--- src/rtl/ref_activity_mon.sv ---
module ref_activity_mon #(
  parameter int CNT_W     = 16,
  parameter int MARGIN    = 4,
  parameter int TOL_SHIFT = 7,
  parameter bit SECONDARY = 1'b0
) (
  input  logic             clk,
  input  logic             rst_n,
  input  logic             ref_edge,
  input  logic [CNT_W-1:0] exp_period,
  input  logic             high_rate,
  input  logic             nalol,
  input  logic             pll_locked,
  input  logic             fail_ie,
  input  logic             lock_ie,
  input  logic             pin_en,
  input  logic             clr_fail,
  input  logic             clr_lock,
  output logic             holdover,
  output logic             fail_sts,
  output logic             lock_sts,
  output logic             lol,
  output logic             irq,
  output logic             fail_pin
);
  localparam int GW = CNT_W + 3;

  logic [GW-1:0] gap, per, tol, limit, lo, hi;
  logic primed, timeout, freq_bad, evt;

  assign per   = GW'(exp_period);
  assign tol   = per >> TOL_SHIFT;
  assign limit = (high_rate ? (per << 2) : (per << 1)) + GW'(MARGIN);
  assign lo    = per - tol;
  assign hi    = per + tol;

  assign timeout  = !ref_edge && (gap >= limit);
  assign freq_bad = ref_edge && primed && ((gap < lo) || (gap > hi));
  assign evt      = !holdover && (timeout || freq_bad);

  always_ff @(posedge clk) begin
    if (!rst_n) begin
      gap      <= '0;
      primed   <= 1'b0;
      holdover <= 1'b0;
      lol      <= 1'b0;
      lock_sts <= 1'b0;
    end else begin
      if (ref_edge)        gap <= GW'(1);
      else if (gap != '1)  gap <= gap + GW'(1);
      if (ref_edge) primed <= 1'b1;

      if (evt)                      holdover <= 1'b1;
      else if (holdover && ref_edge) holdover <= 1'b0;

      if (evt && nalol)                     lol <= 1'b1;
      else if (lol && !holdover && pll_locked) lol <= 1'b0;

      if (evt && nalol)  lock_sts <= 1'b1;
      else if (clr_lock) lock_sts <= 1'b0;
    end
  end

  generate
    if (SECONDARY) begin : g_sec
      assign fail_sts = 1'b0;
    end else begin : g_pri
      logic fail_q;
      always_ff @(posedge clk) begin
        if (!rst_n)        fail_q <= 1'b0;
        else if (evt)      fail_q <= 1'b1;
        else if (clr_fail) fail_q <= 1'b0;
      end
      assign fail_sts = fail_q;
    end
  endgenerate

  assign irq      = (fail_sts && fail_ie) || (lock_sts && lock_ie);
  assign fail_pin = pin_en && fail_sts;
endmodule

--- config.mk ---
export PLATFORM = sky130hd
export DESIGN_NAME = ref_activity_mon
export DESIGN_NICKNAME = d
export VERILOG_FILES = /design/src/rtl/ref_activity_mon.sv
export SDC_FILE = /design/constraint.sdc
export NUM_CORES = 1
export LEC_CHECK = 0
export BUFFER_PORTS_ARGS = -buffer_cell sky130_fd_sc_hd__buf_2
export CAP_MARGIN = 20
export CELL_PAD_IN_SITES_DETAIL_PLACEMENT = 1
export CELL_PAD_IN_SITES_GLOBAL_PLACEMENT = 1
export CORE_MARGIN = 2
export CORE_UTILIZATION = 30
export DETAILED_ROUTE_END_ITERATION = 8
export HOLD_SLACK_MARGIN = 0.02
export PLACE_DENSITY_LB_ADDON = 0.08
export SLEW_MARGIN = 10
export SYNTH_ARGS = -nofsm -noshare
export SYNTH_HDL_FRONTEND = slang
export SYNTH_SLANG_ARGS = --single-unit
--- constraint.sdc ---
create_clock -name clk -period 6.15 [get_ports clk]
set_clock_uncertainty 0.15 [all_clocks]
set_input_delay 0.615 -clock clk [delete_from_list [all_inputs] [get_ports clk]]
set_output_delay 0.615 -clock clk [all_outputs]
set_load 0.005 [all_outputs]
# Yosys cells after proc, flatten, opt, wreduce, memory -nomap -nowiden
# Cells that the tools add are included.
# W data, S select, Z words.
[totals]
register_bits = 24
latch_bits = 0
mem_bits_rw = 0
romBits = 0
input_bits = 27
output_inout_bits = 6
wordCells = 49
mem_count = 0
[classes]
n_addsub = 4
n_mul = 0
div = 0
magnitude_cmp = 3
eq_ne = 1
shift = 0
muxes = 11
bitwise_logic = 1
reduce_logical = 22
[ops]
columns = ["cell", "n"]
rows = [
  ["$add A18 B3 Y19 const B", 1],
  ["$add A19 B1 Y19 const B", 1],
  ["$ge A19 B19 Y1", 1],
  ["$gt A19 B17 Y1", 1],
  ["$lt A19 B19 Y1", 1],
  ["$ne A19 B19 Y1 const B", 1],
  ["$mux W18", 1],
  ["$add A16 B9 Y17", 1],
  ["$sub A16 B9 Y17", 1],
  ["$logic_and A1 B1 Y1", 11],
  ["$mux W1", 10],
  ["$reduce_bool A2 Y1", 5],
  ["$logic_or A1 B1 Y1", 3],
  ["$logic_not A1 Y1", 2],
  ["$reduce_or A2 Y1", 1],
  ["$not A1 Y1", 1],
]

# Depth between registers and ports, before layout
[depth]
ltp_word = 8
ltp_mapped = 20
depth_no_buf = 19

# Worst setup path before layout
# Ideal clock, no wire load.
[synth_timing]
path_kind = "input-to-reg"
start = "input port exp_period[9]"
end = "register lock_sts"
setup_ns = 0.121
arrival_ns = 3.880
t_required_ns = 5.879
slack_ns = 1.999
path_stages = 18
path_buffers = 2
cell_sequence = "clkbuf_1 inv_1 ha_1 buf_2 or3_1 o211a_1 o41a_1 nor2_1 nand2_1 xnor2_1 ha_1 nand4_1 nor4_1 nand4_1 nor3_1 o22ai_1 nand4_1 nand3_1"
[synth_between]
elab_chain_cells = 8
elab_cells_between_ends = 15
cone_classes = "3 x add/sub; 3 x order compare; 2 x mux; 7 x reduce/logical"
[synth_lines]
columns = ["item", "line", "text"]
rows = [
  ["from (decl)", "10", "input logic [CNT_W-1:0] exp_period,"],
  ["$mux W18 (tied with other cells)", "33", "assign limit = (high_rate ? (per << 2) : (per << 1)) + GW'(MARGIN);"],
  ["$add A18 B3 Y19 (tied with other cells)", "33", ""],
  ["$ge A19 B19 Y1 / $logic_or A1 B1 Y1 (equally long branches)", "37, 38", ""],
  ["$logic_and A1 B1 Y1, on equally long branches", "37, 38", ""],
  ["$logic_or A1 B1 Y1 (*)", "39", "assign evt = !holdover && (timeout || freq_bad);"],
  ["$logic_and A1 B1 Y1 (*)", "39", ""],
  ["$logic_and A1 B1 Y1 (*)", "59", "if (evt && nalol) lock_sts <= 1'b1;"],
  ["$mux W1 / $reduce_bool A2 Y1 (equally long branches)", "--", ""],
  ["to (signal assigned)", "47", "lock_sts <= 1'b0;"],
  ["to (signal assigned)", "59", ""],
  ["to (signal assigned)", "60", "else if (clr_lock) lock_sts <= 1'b0;"],
  ["to (decl)", "21", "output logic lock_sts,"],
]
# Every way passes the cells marked *; elsewhere a longest branch is shown, timed or not.
# A chain may end at the register's enable or synchronous reset.

# Final worst setup path
[layout_timing]
start = "input port exp_period[11]"
end = "register lol"
[layout_between]
elab_chain_cells = 8
elab_cells_between_ends = 15
cone_classes = "3 x add/sub; 3 x order compare; 2 x mux; 7 x reduce/logical"
[layout_lines]
columns = ["item", "line", "text"]
rows = [
  ["$mux W18 (tied with other cells)", "33", ""],
  ["$add A18 B3 Y19 (tied with other cells)", "33", ""],
  ["$ge A19 B19 Y1 / $logic_or A1 B1 Y1 (equally long branches)", "37, 38", ""],
  ["$logic_and A1 B1 Y1, on equally long branches", "37, 38", ""],
  ["$logic_or A1 B1 Y1 (*)", "39", ""],
  ["$logic_and A1 B1 Y1 (*)", "39", ""],
  ["$logic_and A1 B1 Y1 (*)", "56", "if (evt && nalol) lol <= 1'b1;"],
  ["$mux W1 / $reduce_bool A2 Y1 (equally long branches)", "--", ""],
  ["to (signal assigned)", "46", "lol <= 1'b0;"],
  ["to (signal assigned)", "56", ""],
  ["to (signal assigned)", "57", "else if (lol && !holdover && pll_locked) lol <= 1'b0;"],
  ["to (decl)", "22", "output logic lol,"],
]
# Marks and branches as above.

==> impl_metrics.ini <==
[clock_tree]
clk_pin_slew_worst_paths_ns = 0.06
cts_tree = built
cts_hold_buffers = 0
cts_buffer_depth = 2
numCtsBuffers = 3
htree_num_levels = 1
post_cts_buffers = 0
cts.sink_count = 24
cts_resized = 0
clock_latency_ns = 0.26
root_buffer = clkbuf_16

[worst_setup_path]
cp_common_cell = nand4_1
rrSetupSlack_ns = 3.45
cpLargestDelayFamily = simple AND/OR/NAND/NOR gates
cp.required_ns = 6.15
endpoint_kind = register
path_class = in2reg
reg2regPathDepth = 8
r2r_start = gap[13]$_SDFFE_PP0P_
crit_chain = buf_2, inv_1, ha_1, or3_1, o211a_1, o41a_1, nor2_1, nand2_1, xnor2_1, ha_1, nand4_1, nor4_1, nand4_1, nor3_1, o22ai_1, nand4_1, nand3_1
arrival_ns = 4.82
crit_path_top_delay_cell = nor4_1
max_stage_delay_ns = 0.66
cp.buffers_inverters = 2
r2r-end = lol$_SDFFE_PN0P_
crit_path_start_kind = input port
critPathMaxFanout = 10

[placed_design]
place_congestion = 0.745
dp_hpwl_um = 10200
port_buffers = 32
place_inst = 677
postPlaceCellArea_mm2 = 0.00409
post-place-ws_ns = 0.944

[sta]
setup_viol = 0
setup_tns_ns = 0
clock.fmax_ghz = 0.207
timing.slew.headroom = 0.484
setup_slack_ns = 1.32
timing.final.crit_share = 0.785
holdWs_ns = 0.322
hold_viol_final = 0
worst_slew_pin_slew_ns = 0.767
slew_violations = 0
rsz0062_at_grt = no
period_needed_ns = 4.83

[synthesis]
syn-cell-area_mm2 = 0.00380
seq_area_frac_synth = 0.126
syn-num-nets = 591
synth_flop_cell = dfxtp_1
ys_warn_count = 0
async_flop_share = 0
synth-seq-cells = 24
synth_cells = 489
synth_edf_count = 0
syn_avg_cell_area_um2 = 7.78
synthDistinctLibCells = 63

[drt]
drtIter0Drc = 130
via_per_inst = 5.15
wl_per_cell_um = 17.6
drt-total-wl_um = 12000
dr.pass1.iters = 4
num_vias = 3499
drc = 0
ant_nets = 0

[final_layout]
drive_gt1_frac = 0.0886
n_fill_cell = 1587
area_growth_syn_to_layout_pct = 9.54
stdcell_count = 680
diodes = 0
post-route-cell-area_mm2 = 0.00417
layout.nets = 612

[hold_path]
hold_depth = 1
hp-start = primed$_SDFFE_PN0P_
hold_path_class = reg2reg
hold_end = primed$_SDFFE_PN0P_

[power]
p_sw_uw = 191
leakagePower_uw = 0.00188
power_frac_seq = 0.308
p_clk_frac = 0.271
pwr_density_cell_mw_per_mm2 = 126
pwr-share-comb = 0.421
peakVddDrop_mv = 0.0788
p_sw_frac = 0.365
p_int_uw = 332

[job]
maxCapViolCount = 0

[floorplanning]
std_cell_rows = 41
initial_core_util = 0.304
core-area_mm2 = 0.0125
die_h_um = 117
die_area_mm2 = 0.0136
ios = 33
die_w_um = 117

[global_route]
grt_pass1_wl_um = 19100
antenna_found_initial = 0
grt_max_degree = 37
grt_pass1_vias = 3541
grt_use_total = 0.183
grt-ovfl-total = 0

[outcome]
status = finished, final reports clean
synth_stat cells (9+ instances only):
| master | number | area share |
|---|---|---|
| dfxtp_1 | 24 | 0.13 |
| nor2_1 | 47 | 0.046 |
| xnor2_1 | 38 | 0.088 |
| nand2b_1 | 9 | 0.015 |
| nor2b_1 | 9 | 0.015 |
| a21oi_1 | 23 | 0.030 |
| nand2_1 | 34 | 0.034 |
| inv_1 | 27 | 0.027 |
| xor2_1 | 16 | 0.037 |
| nand3_1 | 22 | 0.029 |
| nor3_1 | 12 | 0.016 |
| nand4_1 | 20 | 0.033 |
| clkbuf_1 | 10 | 0.0099 |
| o21ai_1 | 9 | 0.012 |
| o21ai_0 | 18 | 0.024 |
| ha_1 | 73 | 0.24 |
cell families (layout without fill, tap and decap cells):
group / Yosys count / count (layout) / share of synthesized area
AO/OA/AOI/OAI: 96 / 96 / 0.165
AND/OR/NAND/NOR: 189 / 189 / 0.264
XOR/XNOR: 54 / 54 / 0.124
buffers and inverters: 46 / 65 / 0.0563
multiplexers: 5 / 5 / 0.0135
flip-flops: 24 / 24 / 0.126
adder cells (fa/ha/maj): 75 / 75 / 0.251
per-layer routing:
metal  share of wire  track usage  wire length, um
met5               0            0                0
met4          0.0073       0.0337               87
met3           0.028      0.00675              335
met2            0.46        0.314             5540
met1            0.50        0.259             6010
area by class of cell:
class | count | area (um2) | area share
Clock buffer | 3 | 75.1 | 0.0180
Inverter | 30 | 126 | 0.0303
Multi-Input combinational cell | 419 | 3110 | 0.746
Sequential cell | 24 | 480 | 0.115
Tap cell | 172 | 215 | 0.0517
Timing Repair Buffer | 32 | 160 | 0.0385
metrics by stage:
stage	util	power [uW]
2_1_floorplan	-	318
3_3_place_gp	0.327	380
3_5_place_dp	0.327	386
6_report	0.333	523
5_1_grt	0.333	565
4_1_cts	0.333	529
power groups by stage:
stage	Combinational, uW	Clock (uW)	Sequential, uW
finish	220	142	161
global route	251	153	161
CTS	223	146	161
detailed placement	222	0	164
global placement	216	0	164
floorplan	154	0	164
registers in the layout, summed over array words and instances, names as in the netlist:
name / flops
fail_sts: 1
gap: 19
holdover: 1
lock_sts: 1
lol: 1
primed: 1
worst max path at each step:
stage | startpoint | endpoint | slack (ns) | depth (start not counted)
global route | exp_period[11] | lol$_SDFFE_PN0P_ | 0.97 | 17
CTS | exp_period[11] | lol$_SDFFE_PN0P_ | 1.22 | 17
floorplan | exp_period[9] | lock_sts$_SDFFE_PN0P_ | 2.00 | 18
global placement | exp_period[7] | lock_sts$_SDFFE_PN0P_ | 1.0 | 19
finish | exp_period[11] | lol$_SDFFE_PN0P_ | 1.32 | 17
detailed placement | exp_period[11] | lol$_SDFFE_PN0P_ | 0.94 | 17
layout by cell type (no fill, tap or decap), drive strengths merged, types with 5 or more instances in the layout:
master	count
and2	5
nor4	7
a211oi	6
nand2	34
xnor2	38
and4	5
and3	6
o21a	7
nor2	47
a21oi	23
ha	73
nor3	12
buf	32
inv	28
nand4	20
a21o	7
nor2b	9
xor2	16
o21ai	27
nand3	22
nand2b	10
dfxtp	24
No activity file was read; power rests on OpenSTA's default activity.
